[src/rtl/patch_pkg.sv]
package patch_pkg;
  localparam int unsigned NUM_SLOTS = 2;

  typedef struct packed {
    logic [NUM_SLOTS-1:0] wrHi;
    logic [NUM_SLOTS-1:0] wrLo;
    logic                 wrEnable;
    logic [NUM_SLOTS-1:0] rdHi;
    logic [NUM_SLOTS-1:0] rdLo;
    logic                 rdEnable;
  } patchStrobes_t;
endpackage

[src/rtl/patch_ctrl.sv]
module patch_ctrl
  import patch_pkg::*;
#(
  parameter int unsigned ADDR_W   = 16,
  parameter int unsigned REG_BASE = 'h0242
) (
  input  logic [ADDR_W-1:0] regAddr,
  input  logic              regWrEn,
  output patchStrobes_t     strobes
);
  localparam logic [ADDR_W-1:0] EN_ADDR = ADDR_W'(REG_BASE + 2 * NUM_SLOTS);

  logic [NUM_SLOTS-1:0] hiSel;
  logic [NUM_SLOTS-1:0] loSel;

  for (genvar s = 0; s < NUM_SLOTS; s++) begin : g_dec
    localparam logic [ADDR_W-1:0] HI_ADDR = ADDR_W'(REG_BASE + 2 * s);
    localparam logic [ADDR_W-1:0] LO_ADDR = ADDR_W'(REG_BASE + 2 * s + 1);
    assign hiSel[s] = (regAddr == HI_ADDR);
    assign loSel[s] = (regAddr == LO_ADDR);
  end

  always_comb begin
    strobes.rdHi     = hiSel;
    strobes.rdLo     = loSel;
    strobes.rdEnable = (regAddr == EN_ADDR);
    strobes.wrHi     = regWrEn ? hiSel : '0;
    strobes.wrLo     = regWrEn ? loSel : '0;
    strobes.wrEnable = regWrEn && (regAddr == EN_ADDR);
  end
endmodule

[src/rtl/patch_datapath.sv]
module patch_datapath
  import patch_pkg::*;
#(
  parameter int unsigned ADDR_W    = 16,
  parameter int unsigned DATA_W    = 8,
  parameter int unsigned EN_BITS   = 4,
  parameter int unsigned WIN_BASE  = 'h02C0,
  parameter int unsigned WIN_BYTES = 32
) (
  input  logic              clk,
  input  logic              rstN,
  input  patchStrobes_t     strobes,
  input  logic [DATA_W-1:0] regWrData,
  output logic [DATA_W-1:0] regRdData,
  input  logic              opcodeFetch,
  input  logic [ADDR_W-1:0] fetchAddr,
  output logic              redirectValid,
  output logic [ADDR_W-1:0] redirectAddr
);
  localparam logic [ADDR_W-1:0] WIN_LO = ADDR_W'(WIN_BASE);
  localparam logic [ADDR_W-1:0] WIN_HI = ADDR_W'(WIN_BASE + NUM_SLOTS * WIN_BYTES - 1);

  logic [ADDR_W-1:0]    matchReg [NUM_SLOTS];
  logic [EN_BITS-1:0]   enableReg;
  logic [NUM_SLOTS-1:0] hitVec;
  logic                 inWindow;

  always_ff @(posedge clk or negedge rstN) begin
    if (!rstN) begin
      for (int s = 0; s < NUM_SLOTS; s++) matchReg[s] <= '0;
      enableReg <= '0;
    end else begin
      for (int s = 0; s < NUM_SLOTS; s++) begin
        if (strobes.wrHi[s]) matchReg[s][ADDR_W-1:DATA_W] <= regWrData;
        if (strobes.wrLo[s]) matchReg[s][DATA_W-1:0]      <= regWrData;
      end
      if (strobes.wrEnable) enableReg <= regWrData[EN_BITS-1:0];
    end
  end

  always_comb begin
    regRdData = '0;
    for (int s = 0; s < NUM_SLOTS; s++) begin
      if (strobes.rdHi[s]) regRdData = matchReg[s][ADDR_W-1:DATA_W];
      if (strobes.rdLo[s]) regRdData = matchReg[s][DATA_W-1:0];
    end
    if (strobes.rdEnable) regRdData = DATA_W'(enableReg);
  end

  assign inWindow = (fetchAddr >= WIN_LO) && (fetchAddr <= WIN_HI);

  for (genvar s = 0; s < NUM_SLOTS; s++) begin : g_cmp
    assign hitVec[s] = opcodeFetch && !inWindow && enableReg[s] &&
                       (fetchAddr == matchReg[s]);
  end

  always_comb begin
    redirectValid = |hitVec;
    redirectAddr  = '0;
    for (int s = NUM_SLOTS - 1; s >= 0; s--) begin
      if (hitVec[s]) redirectAddr = ADDR_W'(WIN_BASE + s * WIN_BYTES);
    end
  end
endmodule

[src/rtl/rom_patch_redirect.sv]
module rom_patch_redirect
  import patch_pkg::*;
#(
  parameter int unsigned ADDR_W    = 16,
  parameter int unsigned DATA_W    = 8,
  parameter int unsigned EN_BITS   = 4,
  parameter int unsigned REG_BASE  = 'h0242,
  parameter int unsigned WIN_BASE  = 'h02C0,
  parameter int unsigned WIN_BYTES = 32
) (
  input  logic              clk,
  input  logic              rstN,
  input  logic [ADDR_W-1:0] regAddr,
  input  logic              regWrEn,
  input  logic [DATA_W-1:0] regWrData,
  output logic [DATA_W-1:0] regRdData,
  input  logic              opcodeFetch,
  input  logic [ADDR_W-1:0] fetchAddr,
  output logic              redirectValid,
  output logic [ADDR_W-1:0] redirectAddr
);
  patchStrobes_t strobes;

  patch_ctrl #(.ADDR_W(ADDR_W), .REG_BASE(REG_BASE)) ctrl (
    .regAddr (regAddr),
    .regWrEn (regWrEn),
    .strobes (strobes)
  );

  patch_datapath #(
    .ADDR_W(ADDR_W), .DATA_W(DATA_W), .EN_BITS(EN_BITS),
    .WIN_BASE(WIN_BASE), .WIN_BYTES(WIN_BYTES)
  ) dp (
    .clk           (clk),
    .rstN          (rstN),
    .strobes       (strobes),
    .regWrData     (regWrData),
    .regRdData     (regRdData),
    .opcodeFetch   (opcodeFetch),
    .fetchAddr     (fetchAddr),
    .redirectValid (redirectValid),
    .redirectAddr  (redirectAddr)
  );
endmodule

[config.mk]
export PLATFORM = sky130hd
export DESIGN_NAME = rom_patch_redirect
export DESIGN_NICKNAME = d
export VERILOG_FILES = /design/src/rtl/patch_pkg.sv /design/src/rtl/patch_ctrl.sv /design/src/rtl/patch_datapath.sv /design/src/rtl/rom_patch_redirect.sv
export SDC_FILE = /design/constraint.sdc
export NUM_CORES = 1
export LEC_CHECK = 0
export ABC_AREA = 1
export BUFFER_PORTS_ARGS = -buffer_cell sky130_fd_sc_hd__buf_2
export CAP_MARGIN = 0
export CORE_MARGIN = 3
export CORE_UTILIZATION = 40
export DETAILED_ROUTE_END_ITERATION = 7
export GPL_TIMING_DRIVEN = 0
export PLACE_DENSITY = 0.66
export RECOVER_POWER = 100
export SLEW_MARGIN = 20
export SYNTH_ARGS = -nofsm -noshare
export SYNTH_HDL_FRONTEND = slang
export SYNTH_SLANG_ARGS = --single-unit
[constraint.sdc]
create_clock -name clk -period 1.7 [get_ports clk]
set_clock_uncertainty 0.05 [all_clocks]
set_input_delay 0.17 -clock clk [delete_from_list [all_inputs] [get_ports clk]]
set_output_delay 0.17 -clock clk [all_outputs]
set_load 0.01 [all_outputs]
# Word level (Yosys, flattened, before mapping)
# Index checks and enable logic that the tools add are counted.
# word_totals
reg_bits,36
in_bits,44
# classes
eq_ne,7
order_cmp,2
muxes,9
reduce_logical,9
# op_table
cell,n
"== test 16 x 10 -> 1 bit, second input constant",5
2-to-1 mux 8 bit,5
== test 16 bit,2
2-to-1 mux 10 bit,2
">= comparator 16 x 10 -> 1 bit, second input constant",1
"<= comparator 16 x 10 -> 1 bit, second input constant",1
logical AND 1 bit,7
2-to-1 mux 2 bit,2
OR reduction 2 bit,1
zero test 1 bit,1

# Depth between registers and ports, before layout
# logic_depth
depth_word,8
depth_mapped,11

# By module
# From an unflattened synthesis, not the netlist that was laid out.
# hier_totals
cells_unflattened,370
area_unflattened_um2,2541.2
# by_module_without_submodules
mod,n_inst,seq_area_each_um2,cells_each,area_each_um2
patch_datapath,1,900.9,322,2341.0
patch_ctrl,1,0.0,48,200.2

# Worst setup path after synthesis
# OpenSTA, ideal clock, no wires.
# synth_path
path_type,reg2out
startpoint,reg dp.matchReg[10] (netlist bit)
endpoint,out redirectAddr[6]
path_stages_with_launch,8
arrival_time_ps,1188
setup_slack_ps,292
path_buffers,1
path_cell_list,dfrtp_1 xor2_1 nor2_1 nand3_1 nor2_1 nand3_1 nand2_1 buf_4
# synth_between
elab_chain_cells,4
# synth_lines
element,line_no,text
start: declaration,patch_datapath.sv:23,logic [ADDR_W-1:0] matchReg [NUM_SLOTS];
start signal: indexed assignment,patch_datapath.sv:34,if (strobes.wrHi[s]) matchReg[s][ADDR_W-1:DATA_W] <= regWrData;
start signal: indexed assignment,patch_datapath.sv:35,if (strobes.wrLo[s]) matchReg[s][DATA_W-1:0] <= regWrData;
== test 16 bit,patch_datapath.sv:54,(fetchAddr == matchReg[s]);
logical AND 1 bit,patch_datapath.sv:53,assign hitVec[s] = opcodeFetch && !inWindow && enableReg[s] &&
2-to-1 mux 10 bit (2 in series),patch_datapath.sv:61,if (hitVec[s]) redirectAddr = ADDR_W'(WIN_BASE + s * WIN_BYTES);
end: declaration,rom_patch_redirect.sv:20,output logic [ADDR_W-1:0] redirectAddr
# Every way passes these cells.

# Final worst setup path
# layout_path
startpoint,reg dp.matchReg[19] (netlist bit)
endpoint,out redirectAddr[7]
# layout_between
elab_chain_cells,3
# layout_lines
element,line_no
== test 16 bit,patch_datapath.sv:54
logical AND 1 bit,patch_datapath.sv:53
2-to-1 mux 10 bit,patch_datapath.sv:61
# Every way passes these cells.

==> metrics.md <==
| Metric | Value |
|---|---|
| Delay-heaviest family, CP | simple AND/OR/NAND/NOR gates |
| Mean Syn Cell Area | 7.09 µm² |
| Core area | 6100 µm² |
| Max_slew headroom | 41.5% |
| RR Endpoint | dp.matchReg[13] |
| Maxcap violations | 0 |
| Critical path fanouts, max | 4 |
| Required time of the critical path | 1480 ps |
| Drt total wl | 7210 µm |
| Cell repeated most along the worst path | buf_4 |
| RSZ-0062 raised after global routing | yes |
| Yosys warns | 0 |
| Commonest cells after routing, fill and taps aside | nand2_1 (104), buf_2 (52), inv_1 (45) |
| Worst Setup SP | dp.matchReg[19] |
| Layout cells sized above 1 | 30.5% |
| Largest net degree at the start of global routing | 37 |
| Yosys cell types | 30 |
| Synth Instances | 367 |
| Boundary Pins | 69 |
| Slew Limit Fails | 0 |
| Sink Count | 36 |
| Critical path class | reg2out |
| Crit. End Element | primary output |
| Synth top area share | 34.6% |
| Post-synthesis sequential area ratio | 34.6% |
| Final Cell Area | 3260 µm² |
| Worst hold margin | 167 ps |
| Critical R2R Launch | dp.matchReg[13] |
| Slowest CP cell | dfrtp_1 |
| Startpoint types | flip-flop |
| Dpl cell area | 3020 µm² |
| Mapped Area | 2600 µm² |
| Buffers & Inverters on Critical Path | 2 |
| Worst r2r path cells | 4 |
| DR pass1 iterations | 4 |
| Clock H-tree levels | 2 |
| Final hold viol count | 0 |
| Via count | 2,562 |
| Fin nets | 503 |
| TritonCTS Buffers | 5 |
| Routed len/inst | 13.5 µm |
| DRC errors left | 0 |
| Worst path depth | 8 |
| Commonest non-fill, non-tap cell in the layout | nand2_1 |
| Outcome | finished with violations |
| Hpwl dp | 5630 µm |
| Post-synth top area cell | dfrtp_1 |
| Worst Setup EP | redirectAddr[7] |
| Die height | 86.7 µm |
| First-pass GRT wire length | 11,300 µm |
| Number of synthesized register bits | 36 |
| GRT overflow | 0 |
| Vias in the first global route | 2,306 |
| CTS Buffer Depth | 2 |
| Fmax | 531 MHz |
| Final setup fails | 13 |
| Hold/Removal Path Class | in2reg |
| Port Buffers | 56 |
| Setup WS post-layout | -184 ps |
| Root Buffer | clkbuf_8 |
| Setup_tns | -1240 ps |
| Layout area overhead | 25.1% |
| CTS tree | yes |
| Final Wtd Congestion | 0.936 |
| N_diodes | 0 |
| Critical path arrival | 1660 ps |
| Top area cells in the synthesized netlist | dfrtp_1 (35%), nand2_1 (15%), inv_1 (6.5%), o21ai_2 (5.4%), nor2_1 (5.2%) |
| Pwr dens | 524 nW/µm² |
| Final ANT Viol Nets | 0 |
| Cell Rows | 28 |
| LEAKAGE | 1.68 nW |
| Tightest Pin Transition | 877 ps |
| Failing checks | setup timing |
| Initial detailed-routing violation count | 152 |
| Crit path cell chain | xnor2_1, nand2_1, nor2_2, nor2b_1, nand3_1, nand2_2, buf_4, buf_4 |
| Final core occ | 53.4% |
| Vias per cell | 4.80 |
| Die Width | 86.7 µm |
| Clk Latency, worst-skew pair | 270 ps |
| Final period utilization | 111% |
| Initial antenna violation count | 0 |
| Max incr delay on CP | 420 ps |
| FF-to-FF setup slack | 770 ps |
| Initial Utilization | 42.7% |
| Die footprint | 7510 µm² |
| Gr usage total | 19.2% |
| Worst vdd ir | 0.412 mV |
| Crit path time final | 1880 ps |
| Clock-pin slew on the worst setup and hold paths | 70 ps |
[sequential cells by signal, summed over array words and instances, names as in the netlist]
name,count
dp.enableReg,4
dp.matchReg,32
[worst register-to-register path: stages, from the launching register on]
cell	delay, ps
dfrtp_1	380
buf_4	140
buf_4	130
nand2_1	60
o21ai_1	60
[kinds of logic after synthesis]
kind of cell	Yosys count	share of synthesized area (%)
AOI/OAI and AO/OA	67	16.0
xor gates and xnor gates	12	4.04
buffers and inverters	73	14.2
DFF	36	34.6
other	1	0.144
and+or+nand+nor	178	31.0
[synth_stat cells, drive strengths merged]
| cell type | number |
|---|---|
| nand2 | 113 |
| o21ai | 52 |
| inv | 51 |
| nor2 | 41 |
| dfrtp | 36 |
| buf | 20 |
| nand3 | 15 |
| xor2 | 8 |
| a21oi | 6 |
| nand4 | 5 |
| o22ai | 5 |
| xnor2 | 4 |
| o2111ai | 3 |
| clkinv | 2 |
| nor3 | 2 |
| a221oi | 1 |
| conb | 1 |
| nor2b | 1 |
| or2 | 1 |
[cell type report]
class,count,area [µm²]
sequential,36,902
timing repair buffer,73,430
tap,75,93.8
buffer,20,153
inverter,53,209
fill,641,2840
multi-input combinational,270,1370
clock buffer,7,96.3
[per-stage QoR]
| stage | worst slack, ps | cells | total power [mW] |
|---|---|---|---|
| 2_1_floorplan | 292 | 378 | 0.981 |
| 3_3_place_gp | 13.6 | 509 | 1.08 |
| 3_5_place_dp | -9.70 | 509 | 1.08 |
| 4_1_cts | -180 | 519 | 1.72 |
| 5_1_grt | -293 | 534 | 1.79 |
| 6_report | -184 | 534 | 1.71 |
[power by group]
part	leakage [nW]	total, mW	switching [mW]	internal [mW]
sequential	0.502	0.857	0.000350	0.857
combinational	1.13	0.220	0.132	0.0886
clock	0.0503	0.628	0.268	0.360
total	1.68	1.71	0.400	1.31
[layer usage]
| layer | track usage, % | part of all wire [%] |
|---|---|---|
| met1 | 26.8 | 44 |
| met2 | 30.9 | 48 |
| met3 | 2.09 | 6.0 |
| met4 | 6.23 | 1.5 |
| met5 | 0 | 0 |
[worst min-delay path by stage]
stage | depth (start not counted) | to | slack (ps) | start
floorplan | 0 | dp.enableReg[0] | -180 | rstN
detailed placement | 1 | dp.matchReg[3] | 240 | rstN
global placement | 1 | dp.matchReg[0] | 240 | rstN
finish | 3 | dp.matchReg[4] | 170 | regWrData[4]
global route | 3 | dp.matchReg[12] | 170 | regWrData[4]
CTS | 3 | dp.matchReg[6] | 160 | regWrData[6]
[timing repair]
item	CTS	global route
resized for setup	7	23
hold buffers	1	0
setup buffers	2	14
cloned	0	1
pin swaps	0	19
endpoints found under the setup margin	5	12
hold endpoints to repair	36	0
No activity file was read; power rests on OpenSTA's default activity.
